$ cat src/rtl/mq_pkg.sv
package mq_pkg;
    localparam int unsigned MQ_NUM_Q     = 4;
    localparam int unsigned MQ_BLK_WORDS = 16;
    localparam int unsigned MQ_MEM_WORDS = 64;
    localparam int unsigned MQ_DATA_W    = 32;

    typedef struct packed {
        logic full;
        logic afull;
    } mq_wr_flags_t;
endpackage

$ cat src/rtl/mq_cfg_table.sv
module mq_cfg_table #(
    parameter int unsigned NUM_Q     = 4,
    parameter int unsigned BLK_WORDS = 16,
    parameter int unsigned ADDR_W    = 6,
    parameter int unsigned CNT_W     = 7,
    parameter int unsigned BCNT_W    = 3
) (
    input  logic                              clk,
    input  logic                              rst_n,
    input  logic [NUM_Q*BCNT_W-1:0]           blocks_i,
    input  logic [NUM_Q*CNT_W-1:0]            af_i,
    input  logic [NUM_Q*CNT_W-1:0]            ae_i,
    output logic [NUM_Q-1:0][ADDR_W-1:0]      base_o,
    output logic [NUM_Q-1:0][ADDR_W-1:0]      last_o,
    output logic [NUM_Q-1:0][CNT_W-1:0]       depth_o,
    output logic [NUM_Q-1:0][CNT_W-1:0]       af_o,
    output logic [NUM_Q-1:0][CNT_W-1:0]       ae_o
);
    localparam int unsigned BLK_LG = $clog2(BLK_WORDS);

    typedef struct packed {
        logic [NUM_Q*BCNT_W-1:0] blocks;
        logic [NUM_Q*CNT_W-1:0]  af;
        logic [NUM_Q*CNT_W-1:0]  ae;
    } cfg_t;

    cfg_t            cfg_d, cfg_q;
    logic [CNT_W:0]  acc_c;

    always_comb begin
        cfg_d = cfg_q;
        if (!rst_n) begin
            cfg_d.blocks = blocks_i;
            cfg_d.af     = af_i;
            cfg_d.ae     = ae_i;
        end
    end

    always_ff @(posedge clk) begin
        cfg_q <= cfg_d;
    end

    // regions are packed in queue order; last = base + depth - 1
    always_comb begin
        acc_c = '0;
        for (int q = 0; q < NUM_Q; q++) begin
            depth_o[q] = CNT_W'(cfg_q.blocks[q*BCNT_W +: BCNT_W]) << BLK_LG;
            base_o[q]  = acc_c[ADDR_W-1:0];
            last_o[q]  = ADDR_W'(acc_c + (CNT_W+1)'(depth_o[q]) - (CNT_W+1)'(1));
            acc_c      = acc_c + (CNT_W+1)'(depth_o[q]);
            af_o[q]    = cfg_q.af[q*CNT_W +: CNT_W];
            ae_o[q]    = cfg_q.ae[q*CNT_W +: CNT_W];
        end
    end
endmodule

$ cat src/rtl/mq_queue_state.sv
module mq_queue_state #(
    parameter int unsigned NUM_Q  = 4,
    parameter int unsigned QW     = 2,
    parameter int unsigned ADDR_W = 6,
    parameter int unsigned CNT_W  = 7
) (
    input  logic                         clk,
    input  logic                         rst_n,
    input  logic [NUM_Q-1:0][ADDR_W-1:0] base_i,
    input  logic [NUM_Q-1:0][ADDR_W-1:0] last_i,
    input  logic [NUM_Q-1:0][CNT_W-1:0]  depth_i,
    input  logic                         push_i,
    input  logic [QW-1:0]                push_q_i,
    input  logic                         pop_i,
    input  logic [QW-1:0]                pop_q_i,
    input  logic                         clr_i,
    input  logic [QW-1:0]                clr_q_i,
    output logic [NUM_Q-1:0][ADDR_W-1:0] rptr_o,
    output logic [NUM_Q-1:0][ADDR_W-1:0] wptr_o,
    output logic [NUM_Q-1:0][CNT_W-1:0]  cnt_o
);
    typedef struct packed {
        logic [NUM_Q-1:0][ADDR_W-1:0] rptr;
        logic [NUM_Q-1:0][ADDR_W-1:0] wptr;
        logic [NUM_Q-1:0][CNT_W-1:0]  cnt;
    } qst_t;

    qst_t st_d, st_q;

    function automatic logic [ADDR_W-1:0] step_ptr(input logic [ADDR_W-1:0] p,
                                                   input logic [ADDR_W-1:0] b,
                                                   input logic [ADDR_W-1:0] l);
        return (p == l) ? b : p + ADDR_W'(1);
    endfunction

    always_comb begin
        st_d = st_q;
        for (int q = 0; q < NUM_Q; q++) begin
            if (!rst_n || (clr_i && clr_q_i == QW'(q))) begin
                st_d.rptr[q] = base_i[q];
                st_d.wptr[q] = base_i[q];
                st_d.cnt[q]  = '0;
            end else begin
                if (push_i && push_q_i == QW'(q))
                    st_d.wptr[q] = step_ptr(st_q.wptr[q], base_i[q], last_i[q]);
                if (pop_i && pop_q_i == QW'(q))
                    st_d.rptr[q] = step_ptr(st_q.rptr[q], base_i[q], last_i[q]);
                if ((push_i && push_q_i == QW'(q)) && !(pop_i && pop_q_i == QW'(q)))
                    st_d.cnt[q] = st_q.cnt[q] + CNT_W'(1);
                else if (!(push_i && push_q_i == QW'(q)) && (pop_i && pop_q_i == QW'(q)))
                    st_d.cnt[q] = st_q.cnt[q] - CNT_W'(1);
            end
        end
    end

    always_ff @(posedge clk) begin
        st_q <= st_d;
    end

    assign rptr_o = st_q.rptr;
    assign wptr_o = st_q.wptr;
    assign cnt_o  = st_q.cnt;

    for (genvar g = 0; g < NUM_Q; g++) begin : gen_chk

        cnt_le_depth_chk: assert property (@(posedge clk) disable iff (!rst_n)
            st_q.cnt[g] <= depth_i[g]);

        same_q_hold_chk: assert property (@(posedge clk) disable iff (!rst_n)
            (push_i && pop_i && push_q_i == QW'(g) && pop_q_i == QW'(g) && !clr_i)
            |=> $stable(st_q.cnt[g]));

        clr_empty_chk: assert property (@(posedge clk) disable iff (!rst_n)
            (clr_i && clr_q_i == QW'(g))
            |=> (st_q.cnt[g] == '0 && st_q.rptr[g] == st_q.wptr[g]));
    end
endmodule

$ cat src/rtl/mq_read_stage.sv
module mq_read_stage #(
    parameter int unsigned QW     = 2,
    parameter int unsigned CNT_W  = 7,
    parameter int unsigned DATA_W = 32
) (
    input  logic              clk,
    input  logic              rst_n,
    input  logic [QW-1:0]     rd_q_i,
    input  logic              rd_en_i,
    input  logic [CNT_W-1:0]  cnt_cur_i,
    input  logic              kill_i,
    input  logic [DATA_W-1:0] word_i,
    output logic [QW-1:0]     cur_q_o,
    output logic              valid_o,
    output logic [DATA_W-1:0] data_o,
    output logic              consume_o
);
    typedef struct packed {
        logic [QW-1:0]     cur;
        logic              ov;
        logic [DATA_W-1:0] dout;
    } rst_t;

    rst_t st_d, st_q;

    assign consume_o = rd_en_i & st_q.ov;

    // the displayed word stays counted in its queue until consumed
    always_comb begin
        st_d      = st_q;
        st_d.cur  = rd_q_i;
        st_d.ov   = (rd_q_i == st_q.cur) && !kill_i && (cnt_cur_i != CNT_W'(consume_o));
        st_d.dout = st_d.ov ? word_i : st_q.dout;
        if (!rst_n) st_d = '0;
    end

    always_ff @(posedge clk) begin
        st_q <= st_d;
    end

    assign cur_q_o = st_q.cur;
    assign valid_o = st_q.ov;
    assign data_o  = st_q.dout;


    switch_invalid_chk: assert property (@(posedge clk) disable iff (!rst_n)
        (rd_q_i != st_q.cur) |=> !st_q.ov);

    stale_hold_chk: assert property (@(posedge clk) disable iff (!rst_n)
        !st_q.ov |-> $stable(st_q.dout));
endmodule

$ cat src/rtl/mq_fifo_ctrl.sv
module mq_fifo_ctrl
    import mq_pkg::*;
#(
    parameter int unsigned NUM_Q     = MQ_NUM_Q,
    parameter int unsigned BLK_WORDS = MQ_BLK_WORDS,
    parameter int unsigned MEM_WORDS = MQ_MEM_WORDS,
    parameter int unsigned DATA_W    = MQ_DATA_W,
    localparam int unsigned NBLK     = MEM_WORDS / BLK_WORDS,
    localparam int unsigned QW       = (NUM_Q > 1) ? $clog2(NUM_Q) : 1,
    localparam int unsigned ADDR_W   = $clog2(MEM_WORDS),
    localparam int unsigned CNT_W    = $clog2(MEM_WORDS + 1),
    localparam int unsigned BCNT_W   = $clog2(NBLK + 1)
) (
    input  logic                    clk,
    input  logic                    rst_n,
    input  logic [NUM_Q*BCNT_W-1:0] cfg_blocks_i,
    input  logic [NUM_Q*CNT_W-1:0]  cfg_af_i,
    input  logic [NUM_Q*CNT_W-1:0]  cfg_ae_i,
    input  logic                    wr_en_i,
    input  logic [QW-1:0]           wr_q_i,
    input  logic [DATA_W-1:0]       wr_data_i,
    output logic                    full_o,
    output logic                    afull_o,
    input  logic                    rd_en_i,
    input  logic [QW-1:0]           rd_q_i,
    output logic [DATA_W-1:0]       rd_data_o,
    output logic                    rd_valid_o,
    output logic                    aempty_o,
    input  logic                    prst_i
);
    logic [NUM_Q-1:0][ADDR_W-1:0] base, last, rptr, wptr;
    logic [NUM_Q-1:0][CNT_W-1:0]  depth, af_thr, ae_thr, cnt;
    logic [DATA_W-1:0]            mem_q [MEM_WORDS];
    logic [QW-1:0]                cur_q;
    logic                         clr, push, consume, kill;
    logic [ADDR_W-1:0]            rptr_nxt;
    mq_wr_flags_t                 wflags;

    mq_cfg_table #(.NUM_Q(NUM_Q), .BLK_WORDS(BLK_WORDS), .ADDR_W(ADDR_W),
                   .CNT_W(CNT_W), .BCNT_W(BCNT_W)) u_cfg (
        .clk(clk), .rst_n(rst_n), .blocks_i(cfg_blocks_i), .af_i(cfg_af_i), .ae_i(cfg_ae_i),
        .base_o(base), .last_o(last), .depth_o(depth), .af_o(af_thr), .ae_o(ae_thr));

    mq_queue_state #(.NUM_Q(NUM_Q), .QW(QW), .ADDR_W(ADDR_W), .CNT_W(CNT_W)) u_qst (
        .clk(clk), .rst_n(rst_n), .base_i(base), .last_i(last), .depth_i(depth),
        .push_i(push), .push_q_i(wr_q_i), .pop_i(consume), .pop_q_i(cur_q),
        .clr_i(clr), .clr_q_i(wr_q_i), .rptr_o(rptr), .wptr_o(wptr), .cnt_o(cnt));

    mq_read_stage #(.QW(QW), .CNT_W(CNT_W), .DATA_W(DATA_W)) u_rd (
        .clk(clk), .rst_n(rst_n), .rd_q_i(rd_q_i), .rd_en_i(rd_en_i),
        .cnt_cur_i(cnt[cur_q]), .kill_i(kill), .word_i(mem_q[rptr_nxt]),
        .cur_q_o(cur_q), .valid_o(rd_valid_o), .data_o(rd_data_o), .consume_o(consume));

    always_comb begin
        wflags.full  = cnt[wr_q_i] >= depth[wr_q_i];
        wflags.afull = (depth[wr_q_i] - cnt[wr_q_i]) <= af_thr[wr_q_i];
        full_o       = wflags.full;
        afull_o      = wflags.afull;
        aempty_o     = cnt[rd_q_i] <= ae_thr[rd_q_i];
        clr          = prst_i && (wr_q_i == rd_q_i);
        push         = wr_en_i && !wflags.full;
        kill         = clr && (rd_q_i == cur_q);
        rptr_nxt     = rptr[cur_q];
        if (consume)
            rptr_nxt = (rptr[cur_q] == last[cur_q]) ? base[cur_q] : rptr[cur_q] + ADDR_W'(1);
    end

    always_ff @(posedge clk) begin
        if (push) mem_q[wptr[wr_q_i]] <= wr_data_i;
    end


    valid_has_data_chk: assert property (@(posedge clk) disable iff (!rst_n)
        rd_valid_o |-> cnt[cur_q] != '0);

    empty_region_idle_chk: assert property (@(posedge clk) disable iff (!rst_n)
        (depth[cur_q] == '0) |-> !rd_valid_o);
endmodule

$ cat config.mk
export PLATFORM = sky130hd
export DESIGN_NAME = mq_fifo_ctrl
export DESIGN_NICKNAME = d
export VERILOG_FILES = /design/src/rtl/mq_pkg.sv /design/src/rtl/mq_cfg_table.sv /design/src/rtl/mq_queue_state.sv /design/src/rtl/mq_read_stage.sv /design/src/rtl/mq_fifo_ctrl.sv
export SDC_FILE = /design/constraint.sdc
export NUM_CORES = 2
export LEC_CHECK = 0
export BUFFER_PORTS_ARGS = -buffer_cell sky130_fd_sc_hd__buf_2
export CAP_MARGIN = 30
export CORE_MARGIN = 1.5
export CORE_UTILIZATION = 63
export CTS_CLUSTER_SIZE = 12
export DETAILED_ROUTE_END_ITERATION = 16
export GPL_TIMING_DRIVEN = 0
export PLACE_DENSITY = 0.85
export SETUP_SLACK_MARGIN = 0.4
export SLEW_MARGIN = 15
export SYNTH_ARGS = -nofsm -noshare
export SYNTH_HDL_FRONTEND = slang
export SYNTH_SLANG_ARGS = --single-unit
export TNS_END_PERCENT = 10
$ cat constraint.sdc
create_clock -name clk -period 7.1 [get_ports clk]
set_clock_uncertainty 0.15 [all_clocks]
set_input_delay 0 -clock clk [delete_from_list [all_inputs] [get_ports clk]]
set_output_delay 0 -clock clk [all_outputs]
set_load 0.03 [all_outputs]
### Yosys cells after proc, flatten, opt, wreduce, memory -nomap -nowiden

Memory sizes are Yosys's and may differ from the RTL's. A register that Yosys moved wholly into a read port is not among the register bits.
Index checks and enable logic that the tools add are counted.

* add/subtract/negate cells: 25
* order comparisons: 6
* equality and inequality tests: 18
* mux-type cells: 52
* bitwise operators: 1
* reductions and logical operators: 53

Operators by type and width (number)
* $mux W6: 26
* $mux W7: 14
* $bmux W7 S2: 6
* $add A6 B1 Y6 const B: 9
* $eq A6 B6 Y1: 9
* $bmux W6 S2: 4
* $add A7 B1 Y7 const B: 4
* $sub A7 B1 Y7 const B: 4
* $logic_and A1 B1 Y1: 25
* $sub A6 B1 Y6 const B: 4
* $reduce_bool A2 Y1: 10
* $add A6 B6 Y6: 3
* $le A7 B7 Y1: 2
* $logic_not A1 Y1: 12
* $lt A2 B3 Y1 const B: 3
* $eq A2 B2 Y1 const B: 4
* $ge A7 B7 Y1: 1
* $ne A7 B1 Y1: 1
* $sub A7 B7 Y7: 1
* $eq A2 B1 Y1 const B: 2
* $eq A2 B2 Y1: 2
* $logic_not A2 Y1: 2
* $logic_or A1 B1 Y1: 4
* $mux W1: 2
* $and A1 B1 Y1: 1

* register bits: 147
* bits in writable memories: 2048
* input port bits: 109
* output and inout port bits: 36
* logic and storage cells: 175
* memories: 1

Memory list
* mem_q: depth 64, bits a word 32, read ports 1, clocked after memory_dff 1, write ports 1, line mq_fifo_ctrl.sv:33 `logic [DATA_W-1:0] mem_q [MEM_WORDS];`

### Depth between registers and ports, before layout

* depth in word-level cells: 10
* mapped depth: 24
* mapped depth without buffers: 20

### Modules after synthesis

Synthesis repeated with hierarchy kept, for this count alone.

* cell total of the unflattened synthesis: 8195
* area, all modules: 103979.7 µm²

By module, submodules not included
* mq_fifo_ctrl: times used 1, cells an instance 7371, area each 94713.3 µm², sequential area each 61499.0 µm²
* mq_queue_state: times used 1, cells an instance 533, area each 5222.5 µm², sequential area each 2001.9 µm²
* mq_cfg_table: times used 1, cells an instance 140, area each 2616.3 µm², sequential area each 2042.0 µm²
* mq_read_stage: times used 1, cells an instance 151, area each 1427.6 µm², sequential area each 700.7 µm²

### Worst setup path before layout

No wires, ideal clock.

* path type: in2reg
* from: input wr_q_i[0]
* to: memory mem_q[25][0] (enable)
* library setup time: 0.421 ns
* arrival: 4.731 ns
* required time: 6.529 ns
* setup slack: 1.798 ns
* stages on the path: 13
* path buffers: 4
* cell sequence: clkbuf_1 > buf_2 > clkbuf_1 > buf_1 > mux4_2 > ha_1 > a41oi_1 > o21bai_1 > a21o_1 > nand3_1 > nor2b_1 > nand2_1 > nor2_1

* cells in the longest elaborated chain, start to end: 7
* elaborated cells on any way between the ends: 11
* classes of those cells: 1 x order compare; 8 x mux; 2 x reduce/logical

RTL lines
* start: declaration: line mq_fifo_ctrl.sv:20 `input logic [QW-1:0] wr_q_i,`
* $bmux W7 S2: line mq_fifo_ctrl.sv:55 `wflags.full = cnt[wr_q_i] >= depth[wr_q_i];`
* $mux W7 (not written as such): line mq_fifo_ctrl.sv:55
* $ge A7 B7 Y1: line mq_fifo_ctrl.sv:55
* $logic_not A1 Y1: line mq_fifo_ctrl.sv:61 `push = wr_en_i && !wflags.full;`
* $logic_and A1 B1 Y1: line mq_fifo_ctrl.sv:61
* $mux W1: line mq_fifo_ctrl.sv:69 `if (push) mem_q[wptr[wr_q_i]] <= wr_data_i;`
* $mux W1 (not written as such): line mq_fifo_ctrl.sv:69
* end: declaration: line mq_fifo_ctrl.sv:33

Several ways; a longest one is shown, not always the timed one. The select of a mux whose other input is x is not followed.

### Worst setup path after layout

* from: register u_rd.st_q, in the netlist u_rd.cur_q_o[1]
* to: register, netlist name u_rd.data_o[31]

* cells in the longest elaborated chain, start to end: 5
* elaborated cells on any way between the ends: 18
* classes of those cells: 1 x add/sub; 3 x eq/ne; 10 x mux; 4 x reduce/logical

RTL lines
* start: declaration: line mq_read_stage.sv:24 `rst_t st_d, st_q;`
* start signal: assignment: line mq_read_stage.sv:38 `st_q <= st_d;`
* $bmux W6 S2 (tied with other cells): line mq_fifo_ctrl.sv:63, mq_fifo_ctrl.sv:65
* $mux W6 (not written as such) (tied with other cells): line mq_fifo_ctrl.sv:63, mq_fifo_ctrl.sv:65
* $add A6 B1 Y6 (tied with other cells): line mq_fifo_ctrl.sv:65 `rptr_nxt = (rptr[cur_q] == last[cur_q]) ? base[cur_q] : rptr[cur_q] + ADDR_W'(1);`
* $mux W6 or $logic_and A1 B1 Y1 (tied branches): line mq_fifo_ctrl.sv:65, mq_read_stage.sv:32
* $mux W6 or $logic_and A1 B1 Y1 (tied branches): line mq_fifo_ctrl.sv:64, mq_read_stage.sv:32

Several ways; a longest one is shown, not always the timed one. The select of a mux whose other input is x is not followed.
A chain may end at the register's enable or synchronous reset.

==> out/qor.yml <==
rows: 137
slew_viol_final: 0
post-route-drc-count: 0
cp-start-kind: "flip-flop"
worstReg2RegEnd: "u_rd.data_o[31]"
cts_buffers: 211
violations: "negative hold slack"
reg2reg_slack_ps: 670
required_ps: 7700
netlist_area_um2: 88600
routed_via_density: 7.35
die_w_um: 378
yosys_warnings: 0
leakage_nw: 34.4
post_cts.repair.setup_buffers: 0
overflow: 0
grt_pass1_vias: 53700
max_freq_ghz: 0.156
finalSetupViolCount: 0
postSynth.asyncResetShare: 0
synth_commonest_cells: "edfxtp_1 (2144), mux4_2 (428), nand2_1 (356)"
synth-seq-area-share: 0.746
worst_path_most_repeated_cell: "clkbuf_1"
timing.final.crit_period_ps: 6430
whs_path_depth: 2
drt-initial-drc-count: 10000
cp-end-kind: "flip-flop"
final_cells: 7287
tns_ps: 0
finalNetCount: 5459
arrival_ps: 7020
whs_endpoint: "mem_q[52][19]"
critPathKind: "reg -> reg"
synth_edf_count: 2144
path_cells: "buf_4 > mux4_2 > ha_1 > nand2_1 > xor2_1 > clkbuf_1 > and2_1 > buf_2 > clkbuf_1 > a32oi_1 > o21ai_0 > mux2i_1 > mux2_2 > a221o_1"
core-area_um2: 140000
synth.most_common_cell: "edfxtp_1"
grt_start_max_net_pins: 65
clock_latency_ps: 860
cts_sinks: 2227
place_congestion: 0.931
wl_um: 271000
p_per_area_nw_per_um2: 274
syn2layout_area_growth_pct: 15.5
avgRoutedWirePerCell_um: 37.2
slew_headroom: 0.232
drv_cap: 0
ys_types: 64
final_core_util: 0.733
placed_cells: 6759
grt_usage: 0.384
crit_slowest_cell: "clkbuf_1"
syn_area_per_cell_um2: 19.1
ys_ff_latch: 2227
synth_area_leader_cell: "edfxtp_1"
dp_hpwl_um: 161000
clockRootBuffer: "clkbuf_16"
cts_tree: "yes"
cpPeakStageDelay_ps: 620
p_total_mw: 28.1
hold_violations: 1
synthCells: 4646
hp-start: "wr_data_i[19]"
start_util: 0.635
r2r.worst_path.cells: 14
yosys.area.top_type_share: 0.727
syn-num-nets: 4816
r2r-start: "u_rd.cur_q_o[1]"
floorplan.die.height_um: 378
finalCritPeriodShare: 0.905
clk_pin_slew_ps: 70
io_pins: 145
antenna_found_initial: 18
holdCritPathClass: "in -> reg"
whs_ps: -5.06
die_area_um2: 143000
ir_worst_vdd_uv: 301
yosys-top-cells-area: "edfxtp_1 (73%), mux4_2 (11%), mux2i_1 (3.0%)"
grt_first_pass_wirelength_um: 382000
drt_first_pass_iters: 10
antenna_left: 0
h-tree-depth: 4
crit_fanout: 10
outcome: "complete, but fails checks"
worst_pin_slew_ps: 1150
yosys_most_used_dff: "edfxtp_1"
portBuffers: 142
rsz0062_at_grt: "false"
cts_buffer_depth: 3
vias: 53600
drive_gt1_frac: 0.209
==> critical path, delay by kind of cell, from the launching register on <==
kind / cells / cell delay (ps)
AO/OA/AOI/OAI: 3 / 890
XOR/XNOR: 1 / 510
adder cells (fa/ha/maj): 1 / 250
buffers and inverters: 4 / 1960
flip-flops: 1 / 450
multiplexers: 3 / 1620
AND/OR/NAND/NOR: 2 / 430
==> area by class of cell <==
cell class	instances	area, um2
flip-flops and latches	2227	66000
well taps	1876	2350
clock inverters	29	238
inverters	45	171
clock buffers	298	5740
repair buffers	430	4890
diodes	8	20.0
fillers	7238	37200
plain buffers	266	1190
multi-input cells	2108	21700
==> cell usage in the layout, fill, tap and decap left out, types with 10 or more instances in the layout <==
cell type	n
xor2_1	28
mux2i_1	268
ha_1	57
clkinv_1	10
mux4_2	428
clkbuf_16	217
dfxtp_1	83
a21oi_1	93
buf_2	201
nand3_1	27
buf_8	10
inv_1	43
a211oi_1	66
xnor2_1	48
buf_12	36
nor2_4	65
nor2_1	107
o21ai_0	156
or3_1	12
dlygate4sd3_1	183
nor2b_1	14
edfxtp_1	2144
a21o_1	17
mux2_2	33
buf_1	32
a221o_1	93
a32oi_1	128
buf_16	49
buf_4	42
clkbuf_1	212
nand2_1	356
==> cells by family after synthesis <==
family | count (synthesis) | synth area share
adder cells (fa/ha/maj) | 61 | 0.00896
buffers and inverters | 311 | 0.0153
AO/OA/AOI/OAI | 589 | 0.0476
XOR/XNOR | 78 | 0.00795
flip-flops | 2227 | 0.746
multiplexers | 729 | 0.143
AND/OR/NAND/NOR | 651 | 0.0311
==> worst max path at each step <==
| stage | from | endpoint | slack [ps] |
|---|---|---|---|
| final | u_rd.cur_q_o[1] | u_rd.data_o[31] | 670 |
| after detailed placement | wr_q_i[0] | mem_q[59][25] | 430 |
| after global placement | wr_q_i[0] | mem_q[57][25] | -1040 |
| after global routing | wr_q_i[0] | u_qst.cnt_o[6] | 590 |
| after floorplan | wr_q_i[0] | mem_q[25][0] | 1800 |
| after CTS | wr_q_i[0] | u_qst.cnt_o[6] | 1070 |
==> sequential cells by signal (all words and copies together), names as in the netlist <==
signal,cells
u_cfg.af_o,28
u_qst.wptr_o,24
u_cfg.ae_o,28
u_rd.cur_q_o,2
u_rd.valid_o,1
u_qst.cnt_o,28
u_qst.rptr_o,24
u_rd.data_o,32
mem_q,2048
u_cfg.depth_o,12
==> metrics by stage <==
stage,setup slack [ps],area (um2)
after floorplan,1800,88600
after global placement,-1040,91600
after detailed placement,435,94400
after CTS,1070,102000
after global routing,590,102000
final,674,102000
==> repair_timing <==
| item | 4_1_cts | 5_1_grt |
|---|---|---|
| gates resized for setup | 0 | 0 |
| hold buffers | 183 | 0 |
| endpoints found under the hold margin | 2264 | 0 |
==> power breakdown <==
group	total [mW]	switching [mW]	internal, mW
Clock	10.4	4.83	5.60
Sequential	14.7	0.117	14.6
Combinational	2.95	1.89	1.06
Total	28.1	6.84	21.2
==> routing by layer <==
layer | track usage | wire, um | vias to the layer above
met1 | 0.467 | 83400 | 26400
met3 | 0.141 | 43000 | 1235
met5 | 0 | 175 | -
met2 | 0.589 | 124000 | 5715
met4 | 0.240 | 20800 | 16
li1 | - | - | 20200
Note: power is estimated with default switching activity, not from simulation.
